<file path="src/rtl/fsw_pkg.sv">
package fsw_pkg;
  localparam int W = 8;
  localparam int B_READY = 7;
  localparam int B_ESUS  = 6;
  localparam int B_EFAIL = 5;
  localparam int B_PFAIL = 4;
  localparam int B_VLOW  = 3;
  localparam int B_PSUS  = 2;
  localparam int B_LOCK  = 1;
  localparam int NERR    = 4;
  localparam int E_LOCK  = 0;
  localparam int E_VLOW  = 1;
  localparam int E_PROG  = 2;
  localparam int E_ERASE = 3;
  localparam logic [W-1:0] RESET_WORD = 8'h80;

  function automatic logic [W-1:0] fsw_pack(input logic ready, input logic esus,
                                            input logic psus, input logic [NERR-1:0] err);
    logic [W-1:0] w;
    w = '0;
    w[B_READY] = ready;
    w[B_ESUS]  = esus;
    w[B_PSUS]  = psus;
    w[B_EFAIL] = err[E_ERASE];
    w[B_PFAIL] = err[E_PROG];
    w[B_VLOW]  = err[E_VLOW];
    w[B_LOCK]  = err[E_LOCK];
    return w;
  endfunction

  function automatic logic fsw_fall(input logic prev, input logic now);
    return prev & ~now;
  endfunction
endpackage

</file>
<file path="src/rtl/fsw_engine_track.sv">
module fsw_engine_track
  import fsw_pkg::*;
(
  input  logic clk,
  input  logic rst_n,
  input  logic op_start_i,
  input  logic op_is_erase_i,
  input  logic supply_ok_i,
  input  logic op_done_i,
  input  logic suspend_req_i,
  input  logic paused_i,
  input  logic resume_i,
  output logic start_ok_o,
  output logic start_low_o,
  output logic done_ok_o,
  output logic kind_erase_o,
  output logic ready_o,
  output logic esus_o,
  output logic psus_o
);
  logic busy_q, kind_q, pend_q, susp_q;
  logic start_ok, start_low, done_ok, pause_ack, resume_ok, req_ok;

  assign start_ok  = op_start_i & supply_ok_i & ~busy_q;
  assign start_low = op_start_i & ~supply_ok_i & ~busy_q;
  assign done_ok   = op_done_i & busy_q & ~susp_q;
  assign req_ok    = suspend_req_i & busy_q & ~susp_q;
  assign pause_ack = paused_i & pend_q & ~done_ok;
  assign resume_ok = resume_i & susp_q;

  always_ff @(posedge clk or negedge rst_n) begin
    if (!rst_n) begin
      busy_q <= 1'b0;
      kind_q <= 1'b0;
      pend_q <= 1'b0;
      susp_q <= 1'b0;
    end else begin
      if (start_ok) begin
        busy_q <= 1'b1;
        kind_q <= op_is_erase_i;
      end else if (done_ok) begin
        busy_q <= 1'b0;
      end
      if (start_ok || done_ok || pause_ack) pend_q <= 1'b0;
      else if (req_ok) pend_q <= 1'b1;
      if (pause_ack) susp_q <= 1'b1;
      else if (resume_ok) susp_q <= 1'b0;
    end
  end

  assign start_ok_o   = start_ok;
  assign start_low_o  = start_low;
  assign done_ok_o    = done_ok;
  assign kind_erase_o = kind_q;
  assign ready_o      = ~busy_q | susp_q;
  assign esus_o       = susp_q & kind_q;
  assign psus_o       = susp_q & ~kind_q;

  // the suspended state is entered only on an engine acknowledge
  assert_pause_needs_ack_R2: assert property (@(posedge clk) disable iff (!rst_n)
    $rose(susp_q) |-> $past(paused_i));
  // never both suspend indicators
  assert_one_suspend_kind_R3: assert property (@(posedge clk) disable iff (!rst_n)
    $onehot0({esus_o, psus_o}));
  // busy begins only from a start with good supply
  assert_busy_from_start_R1: assert property (@(posedge clk) disable iff (!rst_n)
    $rose(busy_q) |-> $past(op_start_i && supply_ok_i));
endmodule

</file>
<file path="src/rtl/fsw_error_flags.sv">
module fsw_error_flags
  import fsw_pkg::*;
(
  input  logic            clk,
  input  logic            rst_n,
  input  logic            done_ok_i,
  input  logic            fail_i,
  input  logic            kind_erase_i,
  input  logic            start_low_i,
  input  logic            locked_hit_i,
  input  logic            clear_i,
  output logic [NERR-1:0] err_o
);
  logic [NERR-1:0] err_q, evt, keep;

  always_comb begin
    evt = '0;
    evt[E_ERASE] = done_ok_i & fail_i & kind_erase_i;
    evt[E_PROG]  = done_ok_i & fail_i & ~kind_erase_i;
    evt[E_VLOW]  = start_low_i;
    evt[E_LOCK]  = locked_hit_i;
    keep = clear_i ? '0 : err_q;
  end

  always_ff @(posedge clk or negedge rst_n) begin
    if (!rst_n) err_q <= '0;
    else        err_q <= keep | evt;
  end

  assign err_o = err_q;

  // without a clear, no flag drops
  assert_sticky_hold_R5: assert property (@(posedge clk) disable iff (!rst_n)
    !clear_i |=> ((err_q & $past(err_q)) == $past(err_q)));
  // lock event beats a simultaneous clear
  assert_event_wins_R9: assert property (@(posedge clk) disable iff (!rst_n)
    (clear_i && locked_hit_i) |=> err_q[E_LOCK]);
endmodule

</file>
<file path="src/rtl/fsw_capture.sv">
module fsw_capture
  import fsw_pkg::*;
#(
  parameter logic [W-1:0] INIT = RESET_WORD
) (
  input  logic         clk,
  input  logic         rst_n,
  input  logic         ce_n_i,
  input  logic         oe_n_i,
  input  logic [W-1:0] live_i,
  output logic [W-1:0] snap_o
);
  logic ce_q, oe_q, fall_ce, fall_oe;
  logic [W-1:0] snap_q;

  assign fall_ce = fsw_fall(ce_q, ce_n_i);
  assign fall_oe = fsw_fall(oe_q, oe_n_i);

  always_ff @(posedge clk or negedge rst_n) begin
    if (!rst_n) begin
      ce_q   <= 1'b1;
      oe_q   <= 1'b1;
      snap_q <= INIT;
    end else begin
      ce_q <= ce_n_i;
      oe_q <= oe_n_i;
      if (fall_ce || fall_oe) snap_q <= live_i;
    end
  end

  assign snap_o = snap_q;

  // output changes only after a strobe fall
  assert_frozen_R7: assert property (@(posedge clk) disable iff (!rst_n)
    !(fall_ce || fall_oe) |=> $stable(snap_q));
  // reserved bit stays low at the pins
  assert_bit0_low_R6: assert property (@(posedge clk) disable iff (!rst_n)
    snap_q[0] == 1'b0);
endmodule

</file>
<file path="src/rtl/flash_status_word.sv">
module flash_status_word
  import fsw_pkg::*;
(
  input  logic         clk,
  input  logic         rst_n,
  input  logic         op_start,
  input  logic         op_is_erase,
  input  logic         supply_ok,
  input  logic         op_done,
  input  logic         op_fail,
  input  logic         locked_hit,
  input  logic         suspend_req,
  input  logic         paused,
  input  logic         resume,
  input  logic         clear_req,
  input  logic         ce_n,
  input  logic         oe_n,
  output logic [7:0]   status_out
);
  logic start_ok, start_low, done_ok, kind_erase, ready, esus, psus;
  logic [NERR-1:0] err;
  logic [W-1:0] live;

  fsw_engine_track u_track (
    .clk(clk), .rst_n(rst_n),
    .op_start_i(op_start), .op_is_erase_i(op_is_erase), .supply_ok_i(supply_ok),
    .op_done_i(op_done), .suspend_req_i(suspend_req), .paused_i(paused),
    .resume_i(resume),
    .start_ok_o(start_ok), .start_low_o(start_low), .done_ok_o(done_ok),
    .kind_erase_o(kind_erase), .ready_o(ready), .esus_o(esus), .psus_o(psus)
  );

  fsw_error_flags u_flags (
    .clk(clk), .rst_n(rst_n),
    .done_ok_i(done_ok), .fail_i(op_fail), .kind_erase_i(kind_erase),
    .start_low_i(start_low), .locked_hit_i(locked_hit), .clear_i(clear_req),
    .err_o(err)
  );

  assign live = fsw_pack(ready, esus, psus, err);

  fsw_capture #(.INIT(RESET_WORD)) u_cap (
    .clk(clk), .rst_n(rst_n), .ce_n_i(ce_n), .oe_n_i(oe_n),
    .live_i(live), .snap_o(status_out)
  );

  // a supply drop during a running operation does not raise the low-supply flag
  assert_supply_only_at_start_R8: assert property (@(posedge clk) disable iff (!rst_n)
    (!ready && !supply_ok && !err[E_VLOW]) |=> !err[E_VLOW]);

  logic unused_ok;
  assign unused_ok = start_ok;
endmodule

</file>
<file path="config.mk">
export PLATFORM = sky130hd
export DESIGN_NAME = flash_status_word
export DESIGN_NICKNAME = d
export VERILOG_FILES = /design/src/rtl/fsw_pkg.sv /design/src/rtl/fsw_engine_track.sv /design/src/rtl/fsw_error_flags.sv /design/src/rtl/fsw_capture.sv /design/src/rtl/flash_status_word.sv
export SDC_FILE = /design/constraint.sdc
export NUM_CORES = 1
export LEC_CHECK = 0
export BUFFER_PORTS_ARGS = -buffer_cell sky130_fd_sc_hd__buf_2
export CAP_MARGIN = 20
export CORE_MARGIN = 5
export CORE_UTILIZATION = 38
export DETAILED_ROUTE_END_ITERATION = 10
export GPL_ROUTABILITY_DRIVEN = 1
export HOLD_SLACK_MARGIN = 0.08
export SYNTH_ARGS = -nofsm -noshare
export SYNTH_HDL_FRONTEND = slang
export SYNTH_SLANG_ARGS = --single-unit
</file>
<file path="constraint.sdc">
create_clock -name clk -period 3.25 [get_ports clk]
set_input_delay 0.325 -clock clk [delete_from_list [all_inputs] [get_ports clk]]
set_output_delay 0.325 -clock clk [all_outputs]
set_load 0.1 [all_outputs]
</file>
==> flow_summary.toml <==
[drt]
post_drt_wl_per_cell_um = 11.9
drtIter0Drc = 4
drc = 0
vias_per_cell = 4.50
firstDrtPassIters = 2
vias = 459
ant_nets = 0
wl_um = 1220

[power_and_ir_drop]
power.density_nw_per_um2 = 905
power_leakage_nw = 0.434
ir_worst_vdd_mv = 0.596

[critical_path]
cp-start-kind = "flip-flop"
cp_num_buf_inv = 1
max_stage_delay_ns = 0.54
path_class = "reg2out"
worstPathMaxFanout = 2
crit_path_end_kind = "primary output"
cp.required_ns = 2.92
worstPathArrival_ns = 1.25
slowest_stage = "dfstp_2"
cpLargestDelayFamily = "flip-flops"
worstPathCellList = "buf_2"

[logic_synthesis]
synth.area.top_cells = "dfrtp_1, dfstp_2, mux2_2"
synthFlopType = "dfrtp_1"
synth_fp_nets = 67
syn-cell-area_um2 = 691
syn_inst = 53
synth_edf_count = 0
yosys_warnings = 0
synth.distinct_cells = 21
ys_async_sr_fraction = 1.00
synth_commonest_cells = "dfrtp_1, mux2_2, inv_1, nand2_1, dfstp_2"
ys_ff_latch = 17
yosysMostFrequentCell = "dfrtp_1"
synth_top_area_frac = 0.507
yosysSeqAreaShare = 0.621
syn_avg_cell_area_um2 = 13.0
yosysTopAreaCell = "dfrtp_1"

[layout]
drive_above_1_share = 0.442
fill_cells = 174
syn_to_final_growth_pct = 23.2
nNetsFinal = 92
multiInputGateArea_um2 = 231
antennaDiodeCount = 0
final_util = 0.493
seq_area_um2 = 429

[timing]
rsz0062_at_grt = "false"
hold_viol = 0
slew_violations = 0
finalSetupTns_ns = 0
finClkSkew_ns = 0.00672
holdWs_ns = 0.166
fin_crit_ns = 1.57
setup_violations = 0
max_freq_mhz = 636
setup_ws_ns = 1.68
finalCritPeriodShare = 0.484

[status]
status = "complete, no violations"

[cts]
post_cts_buffers = 0
cts_root_buf = "clkbuf_4"
cts_num_sinks = 17
cts_buffers = 3
cts_resized = 0
path_clk_slew_ns = 0.10
insertion_delay_ns = 0.28
htree_levels = 1
cts-hold-fix-buffers = 1
tritoncts = "done"
clk_path_buf_depth = 2

[placed_design]
dp_slack_ns = 1.90
hpwl_um = 958
port_buffers = 20
gp_congestion = 0.684

[floorplanning]
coreArea_um2 = 1730
initial_core_util = 0.400
ios = 22
die_x_um = 52.6
rows = 15
die_area_um2 = 2770
die_height_um = 52.6

[grt]
grt_pass1_wl_um = 2010
grt_start_max_net_pins = 18
overflow = 0
grt_pass1_vias = 461
antenna_found_initial = 0
grt_usage = 0.103

[hold_path]
holdCritPathClass = "in2reg"

[run]
max_cap_viol_count = 0
## routing by layer
layer	global-route usage	up-vias	share of wire
met3	0.0399	4	0.072
met5	0	-	0
li1	-	226	-
met1	0.122	215	0.44
met4	0.0638	0	0.027
met2	0.153	14	0.46
## kinds of logic after synthesis
family          count (synthesis)  share of synthesized area
compound gates                  7                     0.0942
simple gates                   13                      0.107
other cells                     1                    0.00543
buf+inv                         7                     0.0435
mux                             8                      0.129
flops                          17                      0.621
## final cells by class
type                            instances  share of cell area
Multi-Input combinational cell         29               0.272
Inverter                                6              0.0265
Sequential cell                        17               0.504
Tap cell                               25              0.0368
Clock buffer                            4              0.0309
Timing Repair Buffer                   21               0.129
## cells in the final DEF (no fill, tap or decap)
cell type      count
dlygate4sd3_1      1
nor2_1             1
o22ai_4            1
mux2i_1            1
inv_1              6
nand3b_1           2
o21ai_0            1
o2bb2ai_1          1
and3b_1            1
nand2_1            4
conb_1             1
a32o_1             1
and3_1             1
nand2b_1           2
a21o_1             2
dfstp_2            3
mux2_2             7
nor3b_1            1
nand3_1            1
o22ai_1            1
clkbuf_4           3
clkbuf_1           1
dfrtp_1           14
buf_2             20
## where the power goes
group	total, mW	leakage, nW	internal [mW]	switching [mW]
sequential	0.321	0.211	0.277	0.0441
combinational	0.338	0.208	0.0846	0.254
clock	0.111	0.0150	0.0476	0.0631
total	0.770	0.434	0.409	0.361
## worst reg2reg max path: cells and delay by family (launching register included)
family | cells | cell delay [ns]
flops | 1 | 0.53
mux | 1 | 0.37
buf+inv | 1 | 0.05
compound gates | 1 | 0.30
## per-stage QoR
stage	instances	cell area [um2]	total power, mW
after floorplan	53	691	0.602
after global routing	102	851	0.809
after detailed placement	97	815	0.667
after global placement	97	815	0.663
after CTS	102	851	0.779
final	102	851	0.770
## sequential cells by signal (all words and copies together), names as in the netlist
name	count
u_flags.err_o	4
u_track.pend_q	1
u_cap.oe_q	1
u_cap.ce_q	1
u_track.susp_q	1
u_cap.snap_o	7
u_track.busy_q	1
u_track.kind_erase_o	1
## worst paths after layout
kind | startpoint | end | slack, ns | depth (start not counted)
min reg2reg | u_flags.err_o[0] | u_flags.err_o[0] | 0.49 | 1
max reg2reg | u_cap.ce_q | u_cap.snap_o[4] | 1.89 | 3
max | u_cap.snap_o[7] | status_out[7] | 1.68 | 1
min | oe_n | u_cap.oe_q | 0.17 | 1
min in group asynchronous | rst_n | u_cap.snap_o[6] | 0.47 | 2
max in group asynchronous | rst_n | u_cap.oe_q | 2.46 | 2
Power figures use the tool's default switching activity.
